### config.mk
export PLATFORM = sky130hd
export DESIGN_NAME = shutdown_ctl
export DESIGN_NICKNAME = d
export VERILOG_FILES = /design/src/rtl/shdn_pkg.sv /design/src/rtl/shdn_sync.sv /design/src/rtl/shdn_debounce.sv /design/src/rtl/shutdown_ctl.sv
export SDC_FILE = /design/constraint.sdc
export NUM_CORES = 1
export LEC_CHECK = 0
export BUFFER_PORTS_ARGS = -buffer_cell sky130_fd_sc_hd__buf_2
export CORE_UTILIZATION = 65
export CTS_CLUSTER_SIZE = 20
export DETAILED_ROUTE_END_ITERATION = 10
export PLACE_DENSITY = 0.87
export REMOVE_ABC_BUFFERS = 1
export SLEW_MARGIN = 20
export SYNTH_ARGS = -nofsm -noshare
export SYNTH_HDL_FRONTEND = slang
export SYNTH_SLANG_ARGS = --single-unit
### constraint.sdc
create_clock -name clk -period 8.7 [get_ports clk]
set_input_delay 1.305 -clock clk [delete_from_list [all_inputs] [get_ports clk]]
set_output_delay 1.305 -clock clk [all_outputs]
set_load 0.02 [all_outputs]
### src/rtl/shdn_pkg.sv
package shdn_pkg;

  typedef enum logic [1:0] {
    SEL_CMD  = 2'd0,
    SEL_MODE = 2'd1,
    SEL_STAT = 2'd2,
    SEL_PCFG = 2'd3
  } reg_sel_e;

  localparam logic [7:0] CMD_KEY = 8'hA5;

  // Debounce length table; reserved codes fall back to the longest entry.
  function automatic logic [15:0] dbc_len(input logic [2:0] code);
    case (code)
      3'd0:    dbc_len = 16'd0;
      3'd1:    dbc_len = 16'd3;
      3'd2:    dbc_len = 16'd32;
      3'd3:    dbc_len = 16'd512;
      3'd4:    dbc_len = 16'd4096;
      default: dbc_len = 16'd32768;
    endcase
  endfunction

endpackage

### src/rtl/shdn_sync.sv
module shdn_sync #(
  parameter int W = 16
) (
  input  logic         clk,
  input  logic         rst_n,
  input  logic [W-1:0] async_i,
  output logic [W-1:0] sync_o
);
  logic [W-1:0] stg1_q, stg2_q;

  always_ff @(posedge clk or negedge rst_n) begin
    if (!rst_n) begin
      stg1_q <= '0;
      stg2_q <= '0;
    end else begin
      stg1_q <= async_i;
      stg2_q <= stg1_q;
    end
  end

  assign sync_o = stg2_q;
endmodule

### src/rtl/shdn_debounce.sv
module shdn_debounce #(
  parameter int CNT_W = 16
) (
  input  logic             clk,
  input  logic             rst_n,
  input  logic             arm,
  input  logic             level,
  input  logic             pol,
  input  logic [CNT_W-1:0] limit,
  output logic             hit
);
  logic             active;
  logic             cnt_en;
  logic [CNT_W-1:0] cnt_q, cnt_d;

  always_comb begin
    active = arm && (level == pol);
    if (!active)
      cnt_d = '0;
    else if (&cnt_q)
      cnt_d = cnt_q;
    else
      cnt_d = cnt_q + 1'b1;
    cnt_en = active || (|cnt_q);
    hit    = active && (({1'b0, cnt_q} + (CNT_W+1)'(1)) >= {1'b0, limit});
  end

  always_ff @(posedge clk or negedge rst_n) begin
    if (!rst_n)
      cnt_q <= '0;
    else if (cnt_en)
      cnt_q <= cnt_d;
  end
endmodule

### src/rtl/shutdown_ctl.sv
module shutdown_ctl
  import shdn_pkg::*;
#(
  parameter int NWAKE = 16,
  parameter int CNT_W = 16
) (
  input  logic        clk,
  input  logic        rst_n,
  input  logic        wr_en,
  input  logic        rd_en,
  input  logic [3:0]  addr,
  input  logic [31:0] wdata,
  output logic [31:0] rdata,
  input  logic [15:0] wake_pin_i,
  input  logic        rtc_alarm_i,
  input  logic        rtt_alarm_i,
  output logic        pwr_off_o
);
  localparam int POL_LSB = 16;

  reg_sel_e         sel;
  logic             acc_ok, wr_cmd, wr_mode, wr_pcfg, rd_stat, key_ok;
  logic             shdn_q, shdn_d;
  logic [2:0]       dbc_code_q;
  logic             rtc_en_q, rtt_en_q;
  logic [31:0]      pcfg_q;
  logic [31:0]      status_q, status_d, cause;
  logic [NWAKE-1:0] pin_sync, pin_hit;
  logic [CNT_W-1:0] limit;
  logic             rtc_hit, rtt_hit, wake_evt;

  always_comb begin
    sel     = reg_sel_e'(addr[3:2]);
    acc_ok  = (addr[1:0] == 2'b00);
    wr_cmd  = wr_en && acc_ok && (sel == SEL_CMD);
    wr_mode = wr_en && acc_ok && (sel == SEL_MODE);
    wr_pcfg = wr_en && acc_ok && (sel == SEL_PCFG);
    rd_stat = rd_en && acc_ok && (sel == SEL_STAT);
    key_ok  = (wdata[31:24] == CMD_KEY) && wdata[0];
    limit   = CNT_W'(dbc_len(dbc_code_q));
  end

  shdn_sync #(.W(NWAKE)) u_sync (
    .clk     (clk),
    .rst_n   (rst_n),
    .async_i (wake_pin_i[NWAKE-1:0]),
    .sync_o  (pin_sync)
  );

  for (genvar i = 0; i < NWAKE; i++) begin : g_ch
    shdn_debounce #(.CNT_W(CNT_W)) u_dbc (
      .clk   (clk),
      .rst_n (rst_n),
      .arm   (shdn_q && pcfg_q[i]),
      .level (pin_sync[i]),
      .pol   (pcfg_q[POL_LSB+i]),
      .limit (limit),
      .hit   (pin_hit[i])
    );
  end

  always_comb begin
    rtc_hit  = shdn_q && rtc_en_q && rtc_alarm_i;
    rtt_hit  = shdn_q && rtt_en_q && rtt_alarm_i;
    wake_evt = shdn_q && ((|pin_hit) || rtc_hit || rtt_hit);

    cause = '0;
    cause[POL_LSB +: NWAKE] = pin_hit;
    cause[5] = rtc_hit;
    cause[4] = rtt_hit;

    if (shdn_q)
      shdn_d = !wake_evt;
    else
      shdn_d = wr_cmd && key_ok;

    if (rd_stat)
      status_d = wake_evt ? cause : '0;
    else if (wake_evt && (status_q == '0))
      status_d = cause;
    else
      status_d = status_q;
  end

  always_ff @(posedge clk or negedge rst_n) begin
    if (!rst_n) begin
      shdn_q   <= 1'b0;
      status_q <= '0;
    end else begin
      shdn_q   <= shdn_d;
      status_q <= status_d;
    end
  end

  always_ff @(posedge clk or negedge rst_n) begin
    if (!rst_n) begin
      dbc_code_q <= '0;
      rtc_en_q   <= 1'b0;
      rtt_en_q   <= 1'b0;
    end else if (wr_mode) begin
      dbc_code_q <= wdata[26:24];
      rtc_en_q   <= wdata[17];
      rtt_en_q   <= wdata[16];
    end
  end

  always_ff @(posedge clk or negedge rst_n) begin
    if (!rst_n)
      pcfg_q <= '0;
    else if (wr_pcfg)
      pcfg_q <= wdata;
  end

  always_comb begin
    rdata = '0;
    if (rd_en && acc_ok) begin
      case (sel)
        SEL_MODE: rdata = {5'b0, dbc_code_q, 6'b0, rtc_en_q, rtt_en_q, 16'b0};
        SEL_STAT: rdata = status_q;
        SEL_PCFG: rdata = pcfg_q;
        default:  rdata = '0;
      endcase
    end
  end

  assign pwr_off_o = shdn_q;
endmodule

==> impl_results.md <==
* Port-buffer cells at 90
* Wirelength, routed at 56300 um
* Post-CTS Setup Bufs at 0
* Clk buf depth at 3
* Period minus WS final at 4580 ps
* First-pass GRT wire length at 93600 um
* Max-Slew Margin vs Limit at 32.3%
* Area share of the largest cell type after synthesis at 38.8%
* Via count at 18930
* DIE HEIGHT at 187 um
* Synth cell types at 99
* Main area contributors after synthesis: dfrtp_1, ha_1, xnor2_1
* CP required at 9130 ps
* Starting Density at 66.2%
* Vias in the first global route at 18619
* Post-synth EDFFs at 0
* Mapped Area at 22200 um^2
* H-tree depth at 2
* Routability congestion estimate at 0.936
* Fin nets at 2607
* Worst min path class: reg -> reg
* GRT Overall Usage at 32.6%
* Root buffer cell: clkbuf_16
* Top cells by count, synth: dfrtp_1, a21oi_1, nand2_1, nor2_1, xnor2_1
* Slew @ Worst Pin at 1020 ps
* Util after Layout at 71.8%
* Worst slack, placed at 4210 ps
* CP Max Fanout at 8
* IO Count at 91
* DR WL/cell at 19.5 um
* Clock Sinks at 344
* Clock power share at 45.6%
* Vias/cell at 6.54
* Yosys reg bits at 344
* Max_cap viols at 0
* Crit. End Element: flop
* Row cnt at 67
* Pint at 0.00291 W
* TNS Setup at 0 ps
* Critical Path AT at 5010 ps
* Detail Placement HPWL at 38700 um
* Leak at 10.6 nW
* Post-CTS sizing at 0
* Post-synth ARST share at 100%
* Cell with the most instances after synthesis: dfrtp_1
* Layout cells sized above 1 at 11.3%
* P per Cell Area at 161 nW/um^2
* Sw Pwr at 0.000966 W
* Max-slew violations at 0
* RSZ-0062 raised after global routing: no
* Run status: complete, no violations
* Fin crit share at 52.7%
* Syn Inst Count at 2416
* Remaining DRCs at 0
* Sw Share at 25.0%
* Seq/Total Area, Yosys at 38.8%
* CTS Hold Buffers Added at 0
* Initial antenna violation count at 1
* TritonCTS clock tree: done
* Clock transition at path regs at 60 ps
* Max IR drop VDD at 0.000173 V
* N_diodes at 0
* Fill count at 2469
* Synthesis-to-finish area growth at 8.49%
* Min setup slack post-route at 4120 ps
* Largest net degree at the start of global routing at 167
* Comb pwr share at 10.1%
* Crit path kind: reg -> reg
* Drt initial violations at 1330
* Clock buffer count from CTS at 40
* Setup slack, reg-to-reg at 4120 ps
* Post-synthesis cell type with the largest combined area: dfrtp_1
* Core Region at 33500 um^2
* Global route overflow at 0
* Final Skew at 14.6 ps
* Remaining antenna violation count at 0
* Post-synthesis average cell area at 9.19 um^2
* Endpoints failing hold at 0
* FMAX at 218 MHz
* YS warnings at 0
* DR pass1 iterations at 5
* DIE WIDTH at 187 um
* Part of the power in registers at 44.3%
* Final setup violation count at 0
* Predominant post-synthesis flop cell: dfrtp_1
* Clock Latency Late Sink at 550 ps
* Die area at 34900 um^2
* Startpoint Class: flop
-- logic make-up after synthesis --
family                   synth area share, %
flip-flops                              38.8
buffers and inverters                   4.44
multiplexers                            3.44
AND/OR/NAND/NOR                         22.3
XOR/XNOR                                9.11
AO/OA/AOI/OAI                           14.7
adder cells (fa/ha/maj)                 7.21
-- worst max-delay path, stage by stage (launching register included) --
cell and delay (ps):
dfrtp_1 470, ha_1 340, and3_4 230, and2_2 180, nand4_1 130, xor2_1 260, inv_1 70, ha_1 290
and2_1 160, or4b_1 460, o311a_1 360, o22ai_1 400, nand4bb_1 250, nor4_4 60, a41oi_4 420, mux2_2 390
-- cells in the final DEF, fill, tap and decap left out, types with 9 or more instances in the layout --
cell       count
o21ai_0       86
clkbuf_16     41
mux2_2        51
or4_1         18
nand3_1      134
a22o_1        19
dfrtp_1      344
and3_1        65
and4_1        15
a32o_1        15
buf_4          9
a211o_1       19
and2_1        26
o21a_1        23
o31a_1        11
xnor2_1      138
ha_1         128
nor3b_1       11
nand2_1      175
buf_2         89
nor2_1       152
xor2_1        93
nor4b_1       10
inv_1         98
a21oi_1      197
nor4_1        55
nor3_1        53
nand4_1       77
mux2i_1       16
o31ai_1       18
nor2b_1       11
a31oi_1       23
or2_2         15
or3_1         16
nand2b_1      16
-- area by class of cell --
class	count	area, um^2	area share (%)
Clock buffer	49	1120	4.63
Clock inverter	17	251	1.04
Inverter	100	375	1.56
Multi-Input combinational cell	1835	12600	52.4
Sequential cell	344	8610	35.7
Tap cell	448	561	2.33
Timing Repair Buffer	100	548	2.28
-- power by group through the flow --
stage               Clock [W]  Combinational (W)  Sequential [W]
floorplan                   0           0.000243         0.00171
global placement            0           0.000367         0.00174
detailed placement          0           0.000385         0.00174
CTS                   0.00179           0.000391         0.00171
global route          0.00185           0.000433         0.00172
finish                0.00177           0.000391         0.00172
-- per-layer routing --
| metal | track usage [%] | vias to the layer above | share of wire [%] |
|---|---|---|---|
| met4 | 15.8 | 0 | 4.7 |
| met1 | 42.1 | 9214 | 41 |
| met5 | 0 | - | 0 |
| met2 | 53.6 | 709 | 48 |
| li1 | - | 8841 | - |
| met3 | 5.21 | 166 | 6.7 |
-- sequential cells by signal, indices dropped and copies added (netlist names) --
register          cells
status_q             18
rtt_en_q              1
u_sync.stg1_q        16
u_sync.sync_o        16
g_ch.u_dbc.cnt_q    256
pcfg_q               32
dbc_code_q            3
pwr_off_o             1
rtc_en_q              1
-- through the flow --
step                      hold WS, ps  cell area [um^2]  cells  power (W)
final                             345             24100   2893    0.00387
after global routing              349             24100   2893    0.00400
after CTS                         347             24100   2893    0.00389
after detailed placement          335             22700   2827    0.00213
after global placement            333             22700   2827    0.00210
after floorplan                   331             21600   2279    0.00196
-- worst paths after layout --
| kind | startpoint | endpoint | depth (start not counted) |
|---|---|---|---|
| worst max-delay path | g_ch[7].u_dbc.cnt_q[0] | status_q[26] | 15 |
| worst min-delay path | u_sync.stg1_q[6] | u_sync.sync_o[6] | 0 |
| worst max register to register | g_ch[7].u_dbc.cnt_q[0] | status_q[26] | 15 |
| worst min register to register | u_sync.stg1_q[6] | u_sync.sync_o[6] | 0 |
| max in group asynchronous | rst_n | pcfg_q[0] | 2 |
| min in group asynchronous | rst_n | g_ch[7].u_dbc.cnt_q[8] | 1 |
Note: power is estimated with default switching activity, not from simulation.
